`config.mk`:
```
export PLATFORM = sky130hd
export DESIGN_NAME = uart_line_status
export DESIGN_NICKNAME = d
export VERILOG_FILES = /design/src/rtl/uart_line_status.sv
export SDC_FILE = /design/constraint.sdc
export NUM_CORES = 1
export LEC_CHECK = 0
export BUFFER_PORTS_ARGS = -buffer_cell sky130_fd_sc_hd__buf_2
export CELL_PAD_IN_SITES_DETAIL_PLACEMENT = 0
export CELL_PAD_IN_SITES_GLOBAL_PLACEMENT = 1
export CORE_UTILIZATION = 40
export CTS_CLUSTER_SIZE = 16
export DETAILED_ROUTE_END_ITERATION = 6
export HOLD_SLACK_MARGIN = 0.08
export PLACE_DENSITY = 0.75
export SYNTH_ARGS = -nofsm -noshare
export SYNTH_HDL_FRONTEND = slang
export SYNTH_SLANG_ARGS = --single-unit
```
`constraint.sdc`:
```
create_clock -name clk -period 4.8 [get_ports clk]
set_input_delay 0.72 -clock clk [delete_from_list [all_inputs] [get_ports clk]]
set_output_delay 0.72 -clock clk [all_outputs]
set_load 0.02 [all_outputs]
```
`src/rtl/uart_line_status.sv`:
```
module uart_line_status #(
  parameter int DEPTH = 16,
  parameter int OSR   = 16
) (
  input  logic       clk,
  input  logic       rst_n,
  input  logic       fifo_mode,
  input  logic       tick16,
  input  logic       rxd,
  input  logic [1:0] word_len,
  input  logic       parity_en,
  input  logic       stop2,
  input  logic       rx_char_valid,
  input  logic [7:0] rx_char_data,
  input  logic       rx_perr,
  input  logic       rx_ferr,
  input  logic       rx_pop,
  input  logic       lsr_rd,
  input  logic       thr_wr,
  input  logic       tsr_load,
  input  logic       tsr_done,
  input  logic       lsi_en,
  output logic [7:0] lsr,
  output logic [7:0] rx_head_data,
  output logic       rx_enable,
  output logic       lsi_irq
);
  localparam int AW = (DEPTH > 1) ? $clog2(DEPTH) : 1;
  localparam int CW = $clog2(DEPTH + 1);
  localparam int TW = $clog2(OSR * 12 + 1);
  localparam int HALF = OSR / 2;
  localparam logic [CW-1:0] FULL_C = CW'(DEPTH);

  // break detector
  logic [TW-1:0] frame_ticks, low_cnt, hi_cnt;
  logic          brk_hold, brk_evt;

  assign frame_ticks = TW'(OSR * (7 + int'(word_len) + int'(parity_en) + int'(stop2)));
  assign brk_evt     = tick16 & ~rxd & ~brk_hold & (low_cnt == frame_ticks);
  assign rx_enable   = ~brk_hold;

  always_ff @(posedge clk) begin
    if (!rst_n) begin
      low_cnt  <= '0;
      hi_cnt   <= '0;
      brk_hold <= 1'b0;
    end else if (tick16) begin
      if (brk_hold) begin
        low_cnt <= '0;
        if (!rxd) hi_cnt <= '0;
        else if (hi_cnt == TW'(HALF - 1)) begin
          hi_cnt   <= '0;
          brk_hold <= 1'b0;
        end else hi_cnt <= hi_cnt + TW'(1);
      end else if (!rxd) begin
        if (brk_evt) begin
          low_cnt  <= '0;
          brk_hold <= 1'b1;
        end else low_cnt <= low_cnt + TW'(1);
      end else low_cnt <= '0;
    end
  end

  // receive store: entry = {bi, fe, pe, data}
  logic [10:0]   mem [DEPTH];
  logic [AW-1:0] rd_ptr, wr_ptr;
  logic [CW-1:0] cnt, err_cnt, err_nxt;
  logic          head_ack, oe;
  logic [10:0]   push_word, head;
  logic          push, pop, full, overflow, do_write, overwrite, new_head;

  assign push      = brk_evt | (rx_char_valid & ~brk_hold);
  assign push_word = brk_evt ? 11'h400 : {1'b0, rx_ferr, rx_perr, rx_char_data};
  assign head      = mem[rd_ptr];
  assign pop       = rx_pop & (cnt != '0);
  assign full      = fifo_mode ? (cnt == FULL_C) : (cnt != '0);
  assign overflow  = push & full & ~pop;
  assign overwrite = overflow & ~fifo_mode;
  assign do_write  = push & (~full | pop);
  assign new_head  = pop | (do_write & (cnt == '0)) | overwrite;

  function automatic logic [AW-1:0] inc(input logic [AW-1:0] p);
    return (p == AW'(DEPTH - 1)) ? '0 : p + AW'(1);
  endfunction

  always_comb begin
    err_nxt = err_cnt;
    if (do_write && |push_word[10:8]) err_nxt = err_nxt + CW'(1);
    if (pop && |head[10:8])           err_nxt = err_nxt - CW'(1);
    if (overwrite) begin
      if (|head[10:8])      err_nxt = err_nxt - CW'(1);
      if (|push_word[10:8]) err_nxt = err_nxt + CW'(1);
    end
  end

  always_ff @(posedge clk) begin
    if (overwrite)     mem[rd_ptr] <= push_word;
    else if (do_write) mem[wr_ptr] <= push_word;
  end

  always_ff @(posedge clk) begin
    if (!rst_n) begin
      rd_ptr   <= '0;
      wr_ptr   <= '0;
      cnt      <= '0;
      err_cnt  <= '0;
      head_ack <= 1'b0;
      oe       <= 1'b0;
    end else begin
      if (do_write) wr_ptr <= inc(wr_ptr);
      if (pop)      rd_ptr <= inc(rd_ptr);
      cnt      <= cnt + CW'(do_write) - CW'(pop);
      err_cnt  <= err_nxt;
      head_ack <= new_head ? 1'b0 : (lsr_rd | head_ack);
      oe       <= overflow | (oe & ~lsr_rd);
    end
  end

  // transmit occupancy
  logic [CW-1:0] tx_cnt;
  logic          tsr_busy, load_ok, wr_ok;

  assign load_ok = tsr_load & (tx_cnt != '0);
  assign wr_ok   = thr_wr & ((tx_cnt != (fifo_mode ? FULL_C : CW'(1))) | load_ok);

  always_ff @(posedge clk) begin
    if (!rst_n) begin
      tx_cnt   <= '0;
      tsr_busy <= 1'b0;
    end else begin
      tx_cnt <= tx_cnt + CW'(wr_ok) - CW'(load_ok);
      if (load_ok)       tsr_busy <= 1'b1;
      else if (tsr_done) tsr_busy <= 1'b0;
    end
  end

  // status word
  logic [2:0] head_err;
  assign head_err     = head[10:8] & {3{(cnt != '0) & ~head_ack}};
  assign lsr          = {fifo_mode & (err_cnt != '0), (tx_cnt == '0) & ~tsr_busy,
                         tx_cnt == '0, head_err, oe, cnt != '0};
  assign rx_head_data = (cnt != '0) ? head[7:0] : 8'h00;
  assign lsi_irq      = lsi_en & |lsr[4:1];
endmodule

```
==> results of run 1 <==
[final cells by class]
type,count,area [sq um]
clock buffers,28,615.6
clock inverters,16,234.0
fillers,2088,12720
inverters,32,120.1
multi-input cells,412,3737
flip-flops and latches,223,6228
well taps,324,405.4
repair buffers,87,545.5
[power groups by stage]
stage | logic, mW | clock network (mW) | registers [mW]
2_1_floorplan | 1.42 | 0 | 2.29
3_3_place_gp | 1.78 | 0 | 2.35
3_5_place_dp | 1.85 | 0 | 2.36
4_1_cts | 1.86 | 2.00 | 2.32
5_1_grt | 2.03 | 2.08 | 2.34
6_report | 1.84 | 1.95 | 2.32
[cell usage after synthesis (10+ instances only)]
master                     count  area, sq um
sky130_fd_sc_hd__inv_1        32        120.1
sky130_fd_sc_hd__edfxtp_1    176         5285
sky130_fd_sc_hd__dfxtp_1      47        940.9
sky130_fd_sc_hd__clkbuf_1     14        52.55
sky130_fd_sc_hd__nand2_1      39        146.4
sky130_fd_sc_hd__xnor2_1      15        131.4
sky130_fd_sc_hd__a31oi_1      10        62.56
sky130_fd_sc_hd__mux4_2       52         1171
sky130_fd_sc_hd__nand3_1      10        50.05
sky130_fd_sc_hd__nor2_1       40        150.1
sky130_fd_sc_hd__and3_1       11        68.82
sky130_fd_sc_hd__mux2i_1      10        100.1
sky130_fd_sc_hd__xor2_1       11        96.34
sky130_fd_sc_hd__ha_1         23        287.8
sky130_fd_sc_hd__o21ai_0      25        125.1
sky130_fd_sc_hd__nor3_1       12        60.06
sky130_fd_sc_hd__nor2b_1      17        106.4
sky130_fd_sc_hd__a21oi_1      17        85.08
sky130_fd_sc_hd__and2_1       34        212.7
[worst register-to-register path, delay by kind of cell (launching register included)]
kind,cells,cell delay (ns)
AOI/OAI and AO/OA,3,0.59
xor gates and xnor gates,2,0.23
adders and majority gates,2,0.49
buffers and inverters,1,0.55
DFF,1,0.69
muxes,2,0.56
and+or+nand+nor,5,0.90
[per-layer routing]
layer | vias up | GRT usage [%] | part of all wire, %
met4 | 0 | 4.846 | 1.9
met2 | 161 | 30.74 | 51
met5 | - | 0 | 0
li1 | 2808 | - | -
met3 | 33 | 2.363 | 5.2
met1 | 3061 | 22.89 | 42
[sequential cells by signal, indices dropped and copies added, names as in the netlist, named ones only]
name,count
low_cnt,8
err_cnt,5
wr_ptr,4
hi_cnt,8
brk_hold,1
rd_ptr,4
oe,1
mem,176
tx_cnt,5
head_ack,1
cnt,5
tsr_busy,1
[metrics by stage]
| stage | hold WS (ns) | setup WS (ns) | instance area (sq um) | power, mW | utilization (%) |
|---|---|---|---|---|---|
| after floorplan | 0.4585 | 0.04583 | 10200 | 3.711 | - |
| after global placement | 0.4699 | -0.006902 | 11040 | 4.134 | 44.86 |
| after detailed placement | 0.5266 | -0.2151 | 11040 | 4.204 | 44.86 |
| after CTS | 0.5069 | 0.3315 | 11890 | 6.174 | 48.31 |
| after global routing | 0.5266 | 0.08654 | 11890 | 6.451 | 48.31 |
| final | 0.5224 | 0.3531 | 11890 | 6.108 | 48.31 |
[worst paths after layout]
| check | startpoint | end | slack (ns) | cells past startpoint |
|---|---|---|---|---|
| worst max-delay path | word_len[0] | err_cnt[2] | 0.35 | 23 |
| worst min-delay path | tsr_load | tsr_busy | 0.52 | 3 |
| worst max register to register | register | err_cnt[2] | 0.70 | 15 |
| worst min register to register | hi_cnt[1] | hi_cnt[1] | 0.54 | 2 |
[cells by family (layout without fill, tap and decap cells)]
logic type | count (synthesis) | count (layout)
compound gates | 89 | 89
xor+xnor | 28 | 28
fa+ha+maj | 26 | 26
buf+inv | 59 | 163
flops | 223 | 223
mux | 65 | 65
simple gates | 204 | 204
==> impl_summary.log, run 1 <==
[metrics] result of the run: complete, no violations
[metrics] most frequent cells in the layout: sky130_fd_sc_hd__edfxtp_1 (176), sky130_fd_sc_hd__mux4_2 (52), sky130_fd_sc_hd__dfxtp_1 (45)
[metrics] Min-Delay Path Class: primary input to register
[metrics] min Tclk post-route: 4.447 ns
[metrics] headroom to the max-slew limit: 46.67%
[metrics] Post-CTS Setup Repair Bufs: 0
[metrics] Synth-to-Final Area Change: 17.18%
[metrics] power spent charging and discharging nets: 1.848 mW
[metrics] post-DR wirelength/cell: 19.54 microns
[metrics] switching share of total power: 30.26%
[metrics] Clk network pwr share: 32.0%
[metrics] Total GRT Usage: 17.57%
[metrics] count of flip-flops with a built-in enable after synthesis: 176
[metrics] worst supply voltage drop on vdd: 0.3317 mV
[metrics] count of hold buffers inserted by post-cts repair: 0
[metrics] post-route antenna net violation count: 0
[metrics] highest attainable clock frequency: 0.2249 GHz
[metrics] post-detailed-route via-to-cell ratio: 5.404
[metrics] dominant combinational cell family by area after synthesis: multiplexers
[metrics] Cell variety after synth: 69
[metrics] layout cell share with drive strength beyond 1: 26.69%
[metrics] Non-Filler Instances: 1122
[metrics] number of pins with negative max-slew slack in the final report: 0
[metrics] total wire length after detailed routing: 21.92 mm
[metrics] number of global-route vias before repair: 6384
[metrics] commonest non-fill, non-tap cell in the layout: sky130_fd_sc_hd__edfxtp_1
[metrics] synthesized area: 10140 sq um
[metrics] total clock sinks: 223
[metrics] post_cts resized: 0
[metrics] number of cells in the design after placement: 1078
[metrics] final cycle utilization of the critical path: 92.64%
[metrics] sequential share of the synthesized area: 61.38%
[metrics] arrival time worst endpoint: 4.86 ns
[metrics] Largest stage delay, worst path: 0.40 ns
[metrics] DRT iter0 DRCs: 377
[metrics] horizontal die dimension: 161.2 microns
[metrics] Top-Level Pins: 44
[metrics] detailed placer's ending HPWL: 14.50 mm
[metrics] PwrDens: 513.9 nW/um^2
[metrics] synthesized netlist net count: 746
[metrics] Gate Count Post-Synth: 694
[metrics] remaining global-route overflow: 0
[metrics] final-layout setup total negative slack: 0 ns
[metrics] number of buffers inserted during clock tree synthesis: 24
[metrics] cell breakdown of the critical path: buf_2 -> inv_1 -> ha_1 -> inv_1 -> ha_1 -> inv_1 -> fa_1 -> xor2_2 -> and3_1 -> o31ai_4 -> a21oi_4 -> buf_4 -> xnor2_2 -> ha_1 -> mux2_4 -> ha_4 -> mux2i_1 -> ha_2 -> nand2_1 -> xnor2_1 -> o21ai_0 -> xor2_1 -> and2_1
[metrics] wire length of the first global-routing pass: 35.06 mm
[metrics] Port-buffer cells: 43
[metrics] internal power: 4.260 mW
[metrics] data required time of the worst path: 5.21 ns
[metrics] highest-delay cell along the critical path: sky130_fd_sc_hd__fa_1
[metrics] clock latency on the worst-skew pair: 0.53 ns
[metrics] via count: 6063
[metrics] area share of xor/xnor cells in the synthesized design: 2.566%
[metrics] Placement Rows: 57
[metrics] Worst-Margin Slew: 0.7938 ns
[metrics] top_reg_cell synth: sky130_fd_sc_hd__edfxtp_1
[metrics] NumNets Final: 832
[metrics] initial antenna violation count: 0
[metrics] maximum count of clock buffers along a single path: 3
[metrics] clock input transition at the sequential cells of the worst setup and hold paths: 0.06 ns
[metrics] final setup violation count: 0
[metrics] sequential power share: 37.9%
[metrics] cell leakage power: 4.086 nW
[metrics] adder and majority gate portion of the synthesized area: 3.429%
[metrics] maximum capacitance violations: 0
[metrics] flop and latch count out of synthesis: 223
[metrics] kind of end point of the critical path: register
[metrics] die height: 161.2 microns
[metrics] placer congestion estimate: 0.7946
[metrics] CP Launch Type: primary input
[metrics] CP bufs+invs: 5
[metrics] area of the die: 26000 sq um
[metrics] Avg Inst Size Synth: 14.62 sq um
[metrics] clock tree from TritonCTS: done
[metrics] worst setup skew after layout: 0.01908 ns
[metrics] CTS H-Tree Depth: 1
[metrics] DRC Markers: 0
[metrics] count of endpoints failing hold in the final timing report: 0
[metrics] setup repair after global routing missed its margin: false
[metrics] CP Max Fanout: 3
[metrics] cell family contributing the most delay on the critical path: adder cells
[metrics] number of iterations in the first detailed-routing pass: 5
[metrics] number of antenna diodes: 0
[metrics] number of warnings printed during yosys synthesis: 0
[metrics] power share of the combinational group: 30.1%
[metrics] CP Class: primary input to register
[metrics] maximum number of pins on one net before global-route repair: 40
[metrics] share of flip-flops with an asynchronous set or reset: 0%
[metrics] area fraction in and, or, nand and nor cells after synthesis: 11.16%
[metrics] fraction of synthesized area in multiplexers: 12.87%
[metrics] complex-gate fraction of the synthesized area: 6.229%
[metrics] area of the core region: 24600 sq um
[metrics] root buf cell: sky130_fd_sc_hd__clkbuf_16
[metrics] effective utilization at floorplan: 41.23%
No activity file was read; power rests on OpenSTA's default activity.
==> inputs of run 2 (changes only) <==
ABC_AREA = 1   (was unset)
GPL_TIMING_DRIVEN = 0   (was unset)
PLACE_DENSITY = 0.79   (was 0.75)
==> run 2 against run 1 <==
Worst setup slack lost 0.0095 ns. Sequential power up 2%. First-iteration DRC count increased by 68%. Total power up 7.4%. Fmax down 0.21%. Final cell count rose by 29%. Worst hold slack lost 0.070 ns. Sequential share of layout area increased by 0.084 points. Via count up 23%.
==> impl_summary.log, run 2 <==
[metrics] cell family contributing the most delay on the critical path: simple AND/OR/NAND/NOR gates
[metrics] largest area contributor in the synthesized netlist: sky130_fd_sc_hd__edfxtp_1
[metrics] effective utilization at floorplan: 40.91% (-0.32 points)
[metrics] Total GRT Usage: 18.99% (+1.4 points)
[metrics] # fillers: 2341 (+12%)
[metrics] met2 Resource Use GR: 31.62% (+0.88 points)
[metrics] highest attainable clock frequency: 0.2244 GHz (-0.21%)
[metrics] Worst-Margin Slew: 1.315 ns (+0.5212 ns)
[metrics] post-detailed-route via-to-cell ratio: 5.149 (-4.7%)
[metrics] final setup violation count: 0 (unchanged)
[metrics] number of global-route vias before repair: 6936 (+8.6%)
[metrics] total clock sinks: 223 (unchanged)
[metrics] Synth-to-Final Area Change: 14.49%
[metrics] layout cell share with drive strength beyond 1: 13.83% (-13 points)
[metrics] horizontal die dimension: 162.9 microns (+1.1%)
[metrics] Placement Rows: 58 (+1.8%)
[metrics] startpoint of the worst register-to-register path: low_cnt[0]
[metrics] clock input transition at the sequential cells of the worst setup and hold paths: 0.06 ns (about the same)
[metrics] CP Max Fanout: 11 (+8)
[metrics] clock latency on the worst-skew pair: 0.52 ns (about the same)
[metrics] CTS H-Tree Depth: 1 (unchanged)
[metrics] DRC Markers: 0 (unchanged)
[metrics] synth top area cells: sky130_fd_sc_hd__edfxtp_1 (51%), sky130_fd_sc_hd__dfxtp_1 (9.1%), sky130_fd_sc_hd__nor2_1 (5.5%)
[metrics] most common library cells after synthesis: sky130_fd_sc_hd__edfxtp_1 (176), sky130_fd_sc_hd__nor2_1 (151), sky130_fd_sc_hd__nand2_1 (149), sky130_fd_sc_hd__inv_1 (114), sky130_fd_sc_hd__o21ai_0 (90)
[metrics] logic depth of the worst setup path including buffers: 22 (-4.3%)
[metrics] source of the critical timing path: word_len[0]
[metrics] maximum number of pins on one net before global-route repair: 26 (-35%)
[metrics] setup slack of the most critical reg-to-reg path: 1.10 ns (+0.40 ns)
[metrics] die height: 162.9 microns (+1.1%)
[metrics] busiest grt layer: met2
[metrics] share of the synthesized area in the top cell type: 51.01% (-1.1 points)
[metrics] Largest register FFs: 176 (unchanged)
[metrics] count of flip-flops with a built-in enable after synthesis: 176 (unchanged)
[metrics] kind of end point of the critical path: register
[metrics] count of hold buffers inserted by post-cts repair: 0 (unchanged)
[metrics] arrival time worst endpoint: 4.58 ns (-0.28 ns)
[metrics] initial antenna violation count: 0 (unchanged)
[metrics] remaining global-route overflow: 0 (unchanged)
[metrics] post-route antenna net violation count: 0 (unchanged)
[metrics] Gate Count Post-Synth: 1033 (+49%)
[metrics] result of the run: complete, no violations
[metrics] headroom to the max-slew limit: 12.01% (-35 points)
[metrics] min Tclk post-route: 4.456 ns (+0.009547 ns)
[metrics] global routing met1 resource utilization: 25.96% (+3.1 points)
[metrics] clock tree from TritonCTS: done
[metrics] most common cell type on the critical path: sky130_fd_sc_hd__inv_1
[metrics] top_reg_cell synth: sky130_fd_sc_hd__edfxtp_1
[metrics] data required time of the worst path: 4.93 ns (-0.28 ns)
[metrics] number of antenna diodes: 0 (unchanged)
[metrics] CP bufs+invs: 7 (+2)
[metrics] number of pins with negative max-slew slack in the final report: 0 (unchanged)
[metrics] destination of the critical timing path: mem[5][1]
[metrics] DRT iter0 DRCs: 635 (+68%)
[metrics] top-count cell post-synth: sky130_fd_sc_hd__edfxtp_1
[metrics] worst reg2reg path endpoint: mem[5][1]
[metrics] CP Class: primary input to register
[metrics] post-DR wirelength/cell: 17.19 microns (-12%)
[metrics] Largest stage delay, worst path: 0.92 ns (+0.52 ns)
[metrics] maximum count of clock buffers along a single path: 3 (unchanged)
[metrics] power consumption: 6.563 mW (+7.4%)
[metrics] worst slack, placed: -0.4263 ns (-0.2112 ns)
[metrics] wire length of the first global-routing pass: 38.55 mm (+10%)
[metrics] via count: 7471 (+23%)
[metrics] root buf cell: sky130_fd_sc_hd__clkbuf_16
[metrics] Min-Delay Path Class: primary input to register
[metrics] largest registers ranked by flip-flop count: mem (176), hi_cnt (8), low_cnt (8)
[metrics] area of the core region: 25330 sq um (+2.9%)
[metrics] detailed placer's ending HPWL: 16.84 mm (+16%)
[metrics] sequential share of the synthesized area: 60.09% (-1.3 points)
[metrics] routing usage on met3: 3.438% (+1.1 points)
[metrics] most frequent cells in the layout: sky130_fd_sc_hd__edfxtp_1 (176), sky130_fd_sc_hd__nand2_1 (149), sky130_fd_sc_hd__nor2_1 (138)
[metrics] Cell variety after synth: 53 (-23%)
[metrics] number of iterations in the first detailed-routing pass: 6 (+1)
[metrics] PwrDens: 553.3 nW/um^2 (+7.7%)
[metrics] cell breakdown of the critical path: buf_2 -> inv_1 -> ha_1 -> inv_1 -> ha_1 -> inv_1 -> fa_1 -> inv_1 -> nand2_1 -> nand2_1 -> nand2_2 -> nor2_4 -> nand3_4 -> nand2_4 -> inv_1 -> nor2_1 -> inv_1 -> nor2_1 -> nor2_1 -> nor2_1 -> nand2_1 -> nor2_1
[metrics] post_cts resized: 0 (unchanged)
[metrics] logic depth of the worst register-to-register path: 16 (+1)
[metrics] flop and latch count out of synthesis: 223 (unchanged)
[metrics] area of the die: 26550 sq um (+2.1%)
[metrics] worst setup skew after layout: 0.007280 ns (-0.01180 ns)
[metrics] highest-delay cell along the critical path: sky130_fd_sc_hd__nor2_1
[metrics] number of warnings printed during yosys synthesis: 0 (unchanged)
[metrics] total wire length after detailed routing: 24.95 mm (+14%)
[metrics] worst supply voltage drop on vdd: 0.2730 mV (-18%)
[metrics] final cycle utilization of the critical path: 92.84% (+0.20 points)
[metrics] commonest non-fill, non-tap cell in the layout: sky130_fd_sc_hd__edfxtp_1
[metrics] setup repair after global routing missed its margin: true
[metrics] count of endpoints failing hold in the final timing report: 0 (unchanged)
[metrics] Post-CTS Setup Repair Bufs: 0 (unchanged)
[metrics] NumNets Final: 1155 (+39%)
[metrics] synthesized area: 10360 sq um (+2.1%)
[metrics] number of buffers inserted during clock tree synthesis: 24 (unchanged)
[metrics] CP Launch Type: primary input
[metrics] Avg Inst Size Synth: 10.03 sq um (-31%)
[metrics] register bank with the most flops: mem
[metrics] Top-Level Pins: 44 (unchanged)
[metrics] cell leakage power: 4.532 nW (+11%)
[metrics] Port-buffer cells: 43 (unchanged)
[metrics] share of flip-flops with an asynchronous set or reset: 0% (unchanged)
[metrics] placer congestion estimate: 0.8166 (+2.8%)
[metrics] PnR worst setup slack: 0.3436 ns (-0.009547 ns)
[metrics] synthesized netlist net count: 1085 (+45%)
[metrics] maximum capacitance violations: 0 (unchanged)
[run 2: per-layer routing]
layer	vias up	share of wire, %
met4	0	1.3
met2	250	47
met5	-	0
met3	27	7.1
met1	3510	45
li1	3684	-
[run 2: worst min path at each step]
stage               cells after the start     start  slack (ns)  endpoint
floorplan                               2  tsr_busy        0.44  tsr_busy
global placement                        2  tsr_busy        0.46  tsr_busy
detailed placement                      2  tsr_busy        0.46  tsr_busy
CTS                                     4  tsr_done        0.44  tsr_busy
global route                            4  tsr_done        0.45  tsr_busy
finish                                  4  tsr_done        0.45  tsr_busy
[run 2: through the flow]
step	utilization [%]	TNS (ns)	hold WS, ns	cell area [sq um]	instances
global route	46.84	-1.810	0.4517	11860	1451
detailed placement	43.39	-42.86	0.4637	10990	1406
CTS	46.67	0	0.4449	11820	1450
floorplan	-	0	0.4436	10360	1033
finish	46.84	0	0.4520	11860	1451
global placement	43.39	-33.21	0.4573	10990	1406
[run 2: cell type report]
type                       count  area [sq um]  area share (%)
sequential                   223          6226           52.48
multi-input combinational    645          3491           29.43
clock buffer                  33         684.4           5.769
inverter                     124         465.4           3.924
tap                          330         412.9           3.481
timing repair buffer          44         226.5           1.909
buffer                        41         211.5           1.783
clock inverter                11         145.1           1.224
[run 2: logic make-up (layout without fill, tap and decap cells)]
group / count (synthesis) / count (layout) / synth area share, %
and+or+nand+nor: 427 / 427 / 18.69
DFF: 223 / 223 / 60.09
AOI/OAI and AO/OA: 180 / 180 / 10.30
buffers and inverters: 165 / 253 / 6.533
adders and majority gates: 26 / 26 / 3.357
xor gates and xnor gates: 11 / 11 / 0.9299
muxes: 1 / 1 / 0.09661
[run 2: power by group]
part	switching (mW)	leakage [nW]	internal, mW
combinational	1.56	2.14	0.730
clock	0.743	0.405	1.16
sequential	0.0906	1.99	2.28
[run 2: worst register-to-register path, cell delays in order (launching register included)]
cell and delay [ns]:
sky130_fd_sc_hd__dfxtp_1 0.33, sky130_fd_sc_hd__inv_1 0.09, sky130_fd_sc_hd__ha_1 0.15, sky130_fd_sc_hd__inv_1 0.04
sky130_fd_sc_hd__nor3_2 0.13, sky130_fd_sc_hd__nand2_1 0.11, sky130_fd_sc_hd__nor2_4 0.11, sky130_fd_sc_hd__nand3_4 0.11
sky130_fd_sc_hd__nand2_4 0.14, sky130_fd_sc_hd__inv_1 0.12, sky130_fd_sc_hd__nor2_1 0.10, sky130_fd_sc_hd__inv_1 0.08
sky130_fd_sc_hd__nor2_1 0.42, sky130_fd_sc_hd__nor2_1 0.14, sky130_fd_sc_hd__nor2_1 0.16, sky130_fd_sc_hd__nand2_1 0.14
sky130_fd_sc_hd__nor2_1 0.92
==> inputs of run 3 (changes only) <==
CTS_BUF_LIST = sky130_fd_sc_hd__clkbuf_16   (was unset)
==> run 3 against run 2 <==
Worst setup slack gained 0.0017 ns. Global-route usage barely moved. Routed wire length down 0.26%. Via count down 0.50%. Final cell count unchanged. First-iteration DRC count down 1.6%. Worst hold slack is essentially flat. Largest cell class unchanged. Clock power is 4% lower. Clock-buffer cell count decreased by 9. Core utilization shrank 0.20 points.
==> impl_summary.log, run 3 (synthesis results as in run 2) <==
[metrics] commonest non-fill, non-tap cell in the layout: sky130_fd_sc_hd__edfxtp_1
[metrics] Top-Level Pins: 44 (unchanged)
[metrics] CP Class: primary input to register
[metrics] clock input transition at the sequential cells of the worst setup and hold paths: 0.06 ns (about the same)
[metrics] worst setup skew after layout: 0.007236 ns (-0.00004447 ns)
[metrics] Min-Delay Path Class: primary input to register
[metrics] area of the core region: 25330 sq um (unchanged)
[metrics] DRT iter0 DRCs: 625 (-1.6%)
[metrics] area of the die: 26550 sq um (unchanged)
[metrics] Worst-Margin Slew: 1.313 ns (-0.002353 ns)
[metrics] CTS H-Tree Depth: 1 (unchanged)
[metrics] CP Max Fanout: 11 (unchanged)
[metrics] PwrDens: 548.2 nW/um^2 (-0.91%)
[metrics] post-DR wirelength/cell: 17.15 microns (-0.26%)
[metrics] clock tree from TritonCTS: done
[metrics] final setup violation count: 0 (unchanged)
[metrics] remaining global-route overflow: 0 (unchanged)
[metrics] number of pins with negative max-slew slack in the final report: 0 (unchanged)
[metrics] largest registers ranked by flip-flop count: mem (176), hi_cnt (8), low_cnt (8)
[metrics] total wire length after detailed routing: 24.88 mm (-0.26%)
[metrics] CP Launch Type: primary input
[metrics] result of the run: complete, no violations
[metrics] number of global-route vias before repair: 6926 (-0.14%)
[metrics] maximum count of clock buffers along a single path: 3 (unchanged)
[metrics] register bank with the most flops: mem
[metrics] NumNets Final: 1155 (unchanged)
[metrics] number of cells in the design after placement: 1406 (unchanged)
[metrics] cell area after layout: 11810 sq um (-0.42%)
[metrics] Total GRT Usage: 18.98% (about the same)
[metrics] count of hold buffers inserted by post-cts repair: 0 (unchanged)
[metrics] kind of end point of the critical path: register
[metrics] clock latency on the worst-skew pair: 0.51 ns (about the same)
[metrics] cell leakage power: 4.520 nW (-0.25%)
[metrics] horizontal die dimension: 162.9 microns (unchanged)
[metrics] effective utilization at floorplan: 40.91% (unchanged)
[metrics] setup repair after global routing missed its margin: true
[metrics] maximum capacitance violations: 0 (unchanged)
[metrics] detailed placer's ending HPWL: 16.84 mm (unchanged)
[metrics] Worst Hold Slack: 0.4525 ns (+0.0004490 ns)
[metrics] maximum number of pins on one net before global-route repair: 26 (unchanged)
[metrics] Post-CTS Setup Repair Bufs: 0 (unchanged)
[metrics] Port-buffer cells: 43 (unchanged)
[metrics] number of iterations in the first detailed-routing pass: 7 (+1)
[metrics] number of buffers inserted during clock tree synthesis: 24 (unchanged)
[metrics] utilization after layout: 46.64% (-0.20 points)
[metrics] post-route antenna net violation count: 0 (unchanged)
[metrics] wire length of the first global-routing pass: 38.52 mm (about the same)
[metrics] headroom to the max-slew limit: 12.17% (+0.16 points)
[metrics] highest attainable clock frequency: 0.2245 GHz (about the same)
[metrics] data required time of the worst path: 4.92 ns (about the same)
[metrics] worst slack, placed: -0.4263 ns (unchanged)
[metrics] final cycle utilization of the critical path: 92.81% (about the same)
[metrics] number of antenna diodes: 0 (unchanged)
[metrics] DRC Markers: 0 (unchanged)
[metrics] placed standard-cell area: 10990 sq um (unchanged)
[metrics] Non-Filler Instances: 1451 (unchanged)
[metrics] layout cell share with drive strength beyond 1: 13.38% (-0.45 points)
[metrics] setup slack of the most critical reg-to-reg path: 1.10 ns (about the same)
[metrics] worst supply voltage drop on vdd: 0.2724 mV (-0.22%)
[metrics] root buf cell: sky130_fd_sc_hd__clkbuf_16
[metrics] post-detailed-route via-to-cell ratio: 5.123 (-0.50%)
[metrics] # fillers: 2346 (+0.21%)
[metrics] final-layout setup total negative slack: 0 ns (unchanged)
[metrics] most frequent cells in the layout: sky130_fd_sc_hd__edfxtp_1 (176), sky130_fd_sc_hd__nand2_1 (149), sky130_fd_sc_hd__nor2_1 (138)
[metrics] total clock sinks: 223 (unchanged)
[metrics] Largest register FFs: 176 (unchanged)
[metrics] via count: 7434 (-0.50%)
[metrics] arrival time worst endpoint: 4.58 ns (about the same)
[metrics] count of endpoints failing hold in the final timing report: 0 (unchanged)
[metrics] Placement Rows: 58 (unchanged)
[metrics] power consumption: 6.476 mW (-1.3%)
[metrics] Synth-to-Final Area Change: 14.01%
[metrics] PnR worst setup slack: 0.3453 ns (+0.001679 ns)
[metrics] die height: 162.9 microns (unchanged)
[metrics] placer congestion estimate: 0.8166 (unchanged)
[metrics] initial antenna violation count: 0 (unchanged)
[metrics] min Tclk post-route: 4.455 ns (-0.001679 ns)
[metrics] post_cts resized: 0 (unchanged)
## run 3: cell count changes in the layout (fill, tap and decap cells not counted)
cell                       delta
sky130_fd_sc_hd__clkbuf_8     -5
sky130_fd_sc_hd__clkbuf_1     -4
sky130_fd_sc_hd__clkinv_1     +5
sky130_fd_sc_hd__inv_1        +4
## run 3: critical path, cell delays in order
cell and delay [ns]:
sky130_fd_sc_hd__buf_2 0.07, sky130_fd_sc_hd__inv_1 0.04, sky130_fd_sc_hd__ha_1 0.27, sky130_fd_sc_hd__inv_1 0.04, sky130_fd_sc_hd__ha_1 0.16, sky130_fd_sc_hd__inv_1 0.09
sky130_fd_sc_hd__fa_1 0.44, sky130_fd_sc_hd__inv_1 0.07, sky130_fd_sc_hd__nand2_1 0.04, sky130_fd_sc_hd__nand2_1 0.10, sky130_fd_sc_hd__nand2_2 0.07, sky130_fd_sc_hd__nor2_4 0.12
sky130_fd_sc_hd__nand3_4 0.11, sky130_fd_sc_hd__nand2_4 0.14, sky130_fd_sc_hd__inv_1 0.12, sky130_fd_sc_hd__nor2_1 0.10, sky130_fd_sc_hd__inv_1 0.08, sky130_fd_sc_hd__nor2_1 0.42
sky130_fd_sc_hd__nor2_1 0.14, sky130_fd_sc_hd__nor2_1 0.16, sky130_fd_sc_hd__nand2_1 0.14, sky130_fd_sc_hd__nor2_1 0.92
## run 3: power by group
| part | switching [mW] | internal (mW) | total [mW] |
|---|---|---|---|
| Combinational | 1.56 | 0.730 | 2.29 |
| Sequential | 0.0909 | 2.28 | 2.37 |
| Clock | 0.744 | 1.07 | 1.82 |
## run 3: worst paths after layout
kind | endpoint | startpoint | cells after the start
max | mem[5][1] | word_len[0] | 22
min | tsr_busy | tsr_done | 4
max reg2reg | mem[5][1] | low_cnt[0] | 16
min reg2reg | tsr_busy | tsr_busy | 2
## run 3: metal layers
metal | part of all wire, % | GRT usage, % | vias up
met5 | 0 | 0 | -
li1 | - | - | 3686
met4 | 1.0 | 3.611 | 0
met2 | 47 | 31.62 | 224
met3 | 6.8 | 3.438 | 25
met1 | 45 | 25.92 | 3499
## run 3: final cells by class
| type | count | area, sq um | share of cell area [%] |
|---|---|---|---|
| buffer | 41 | 211.5 | 1.790 |
| multi-input combinational | 645 | 3491 | 29.55 |
| timing repair buffer | 44 | 226.5 | 1.917 |
| sequential | 223 | 6226 | 52.71 |
| inverter | 124 | 465.4 | 3.940 |
| clock inverter | 20 | 178.9 | 1.515 |
| clock buffer | 24 | 600.6 | 5.084 |
| tap | 330 | 412.9 | 3.495 |
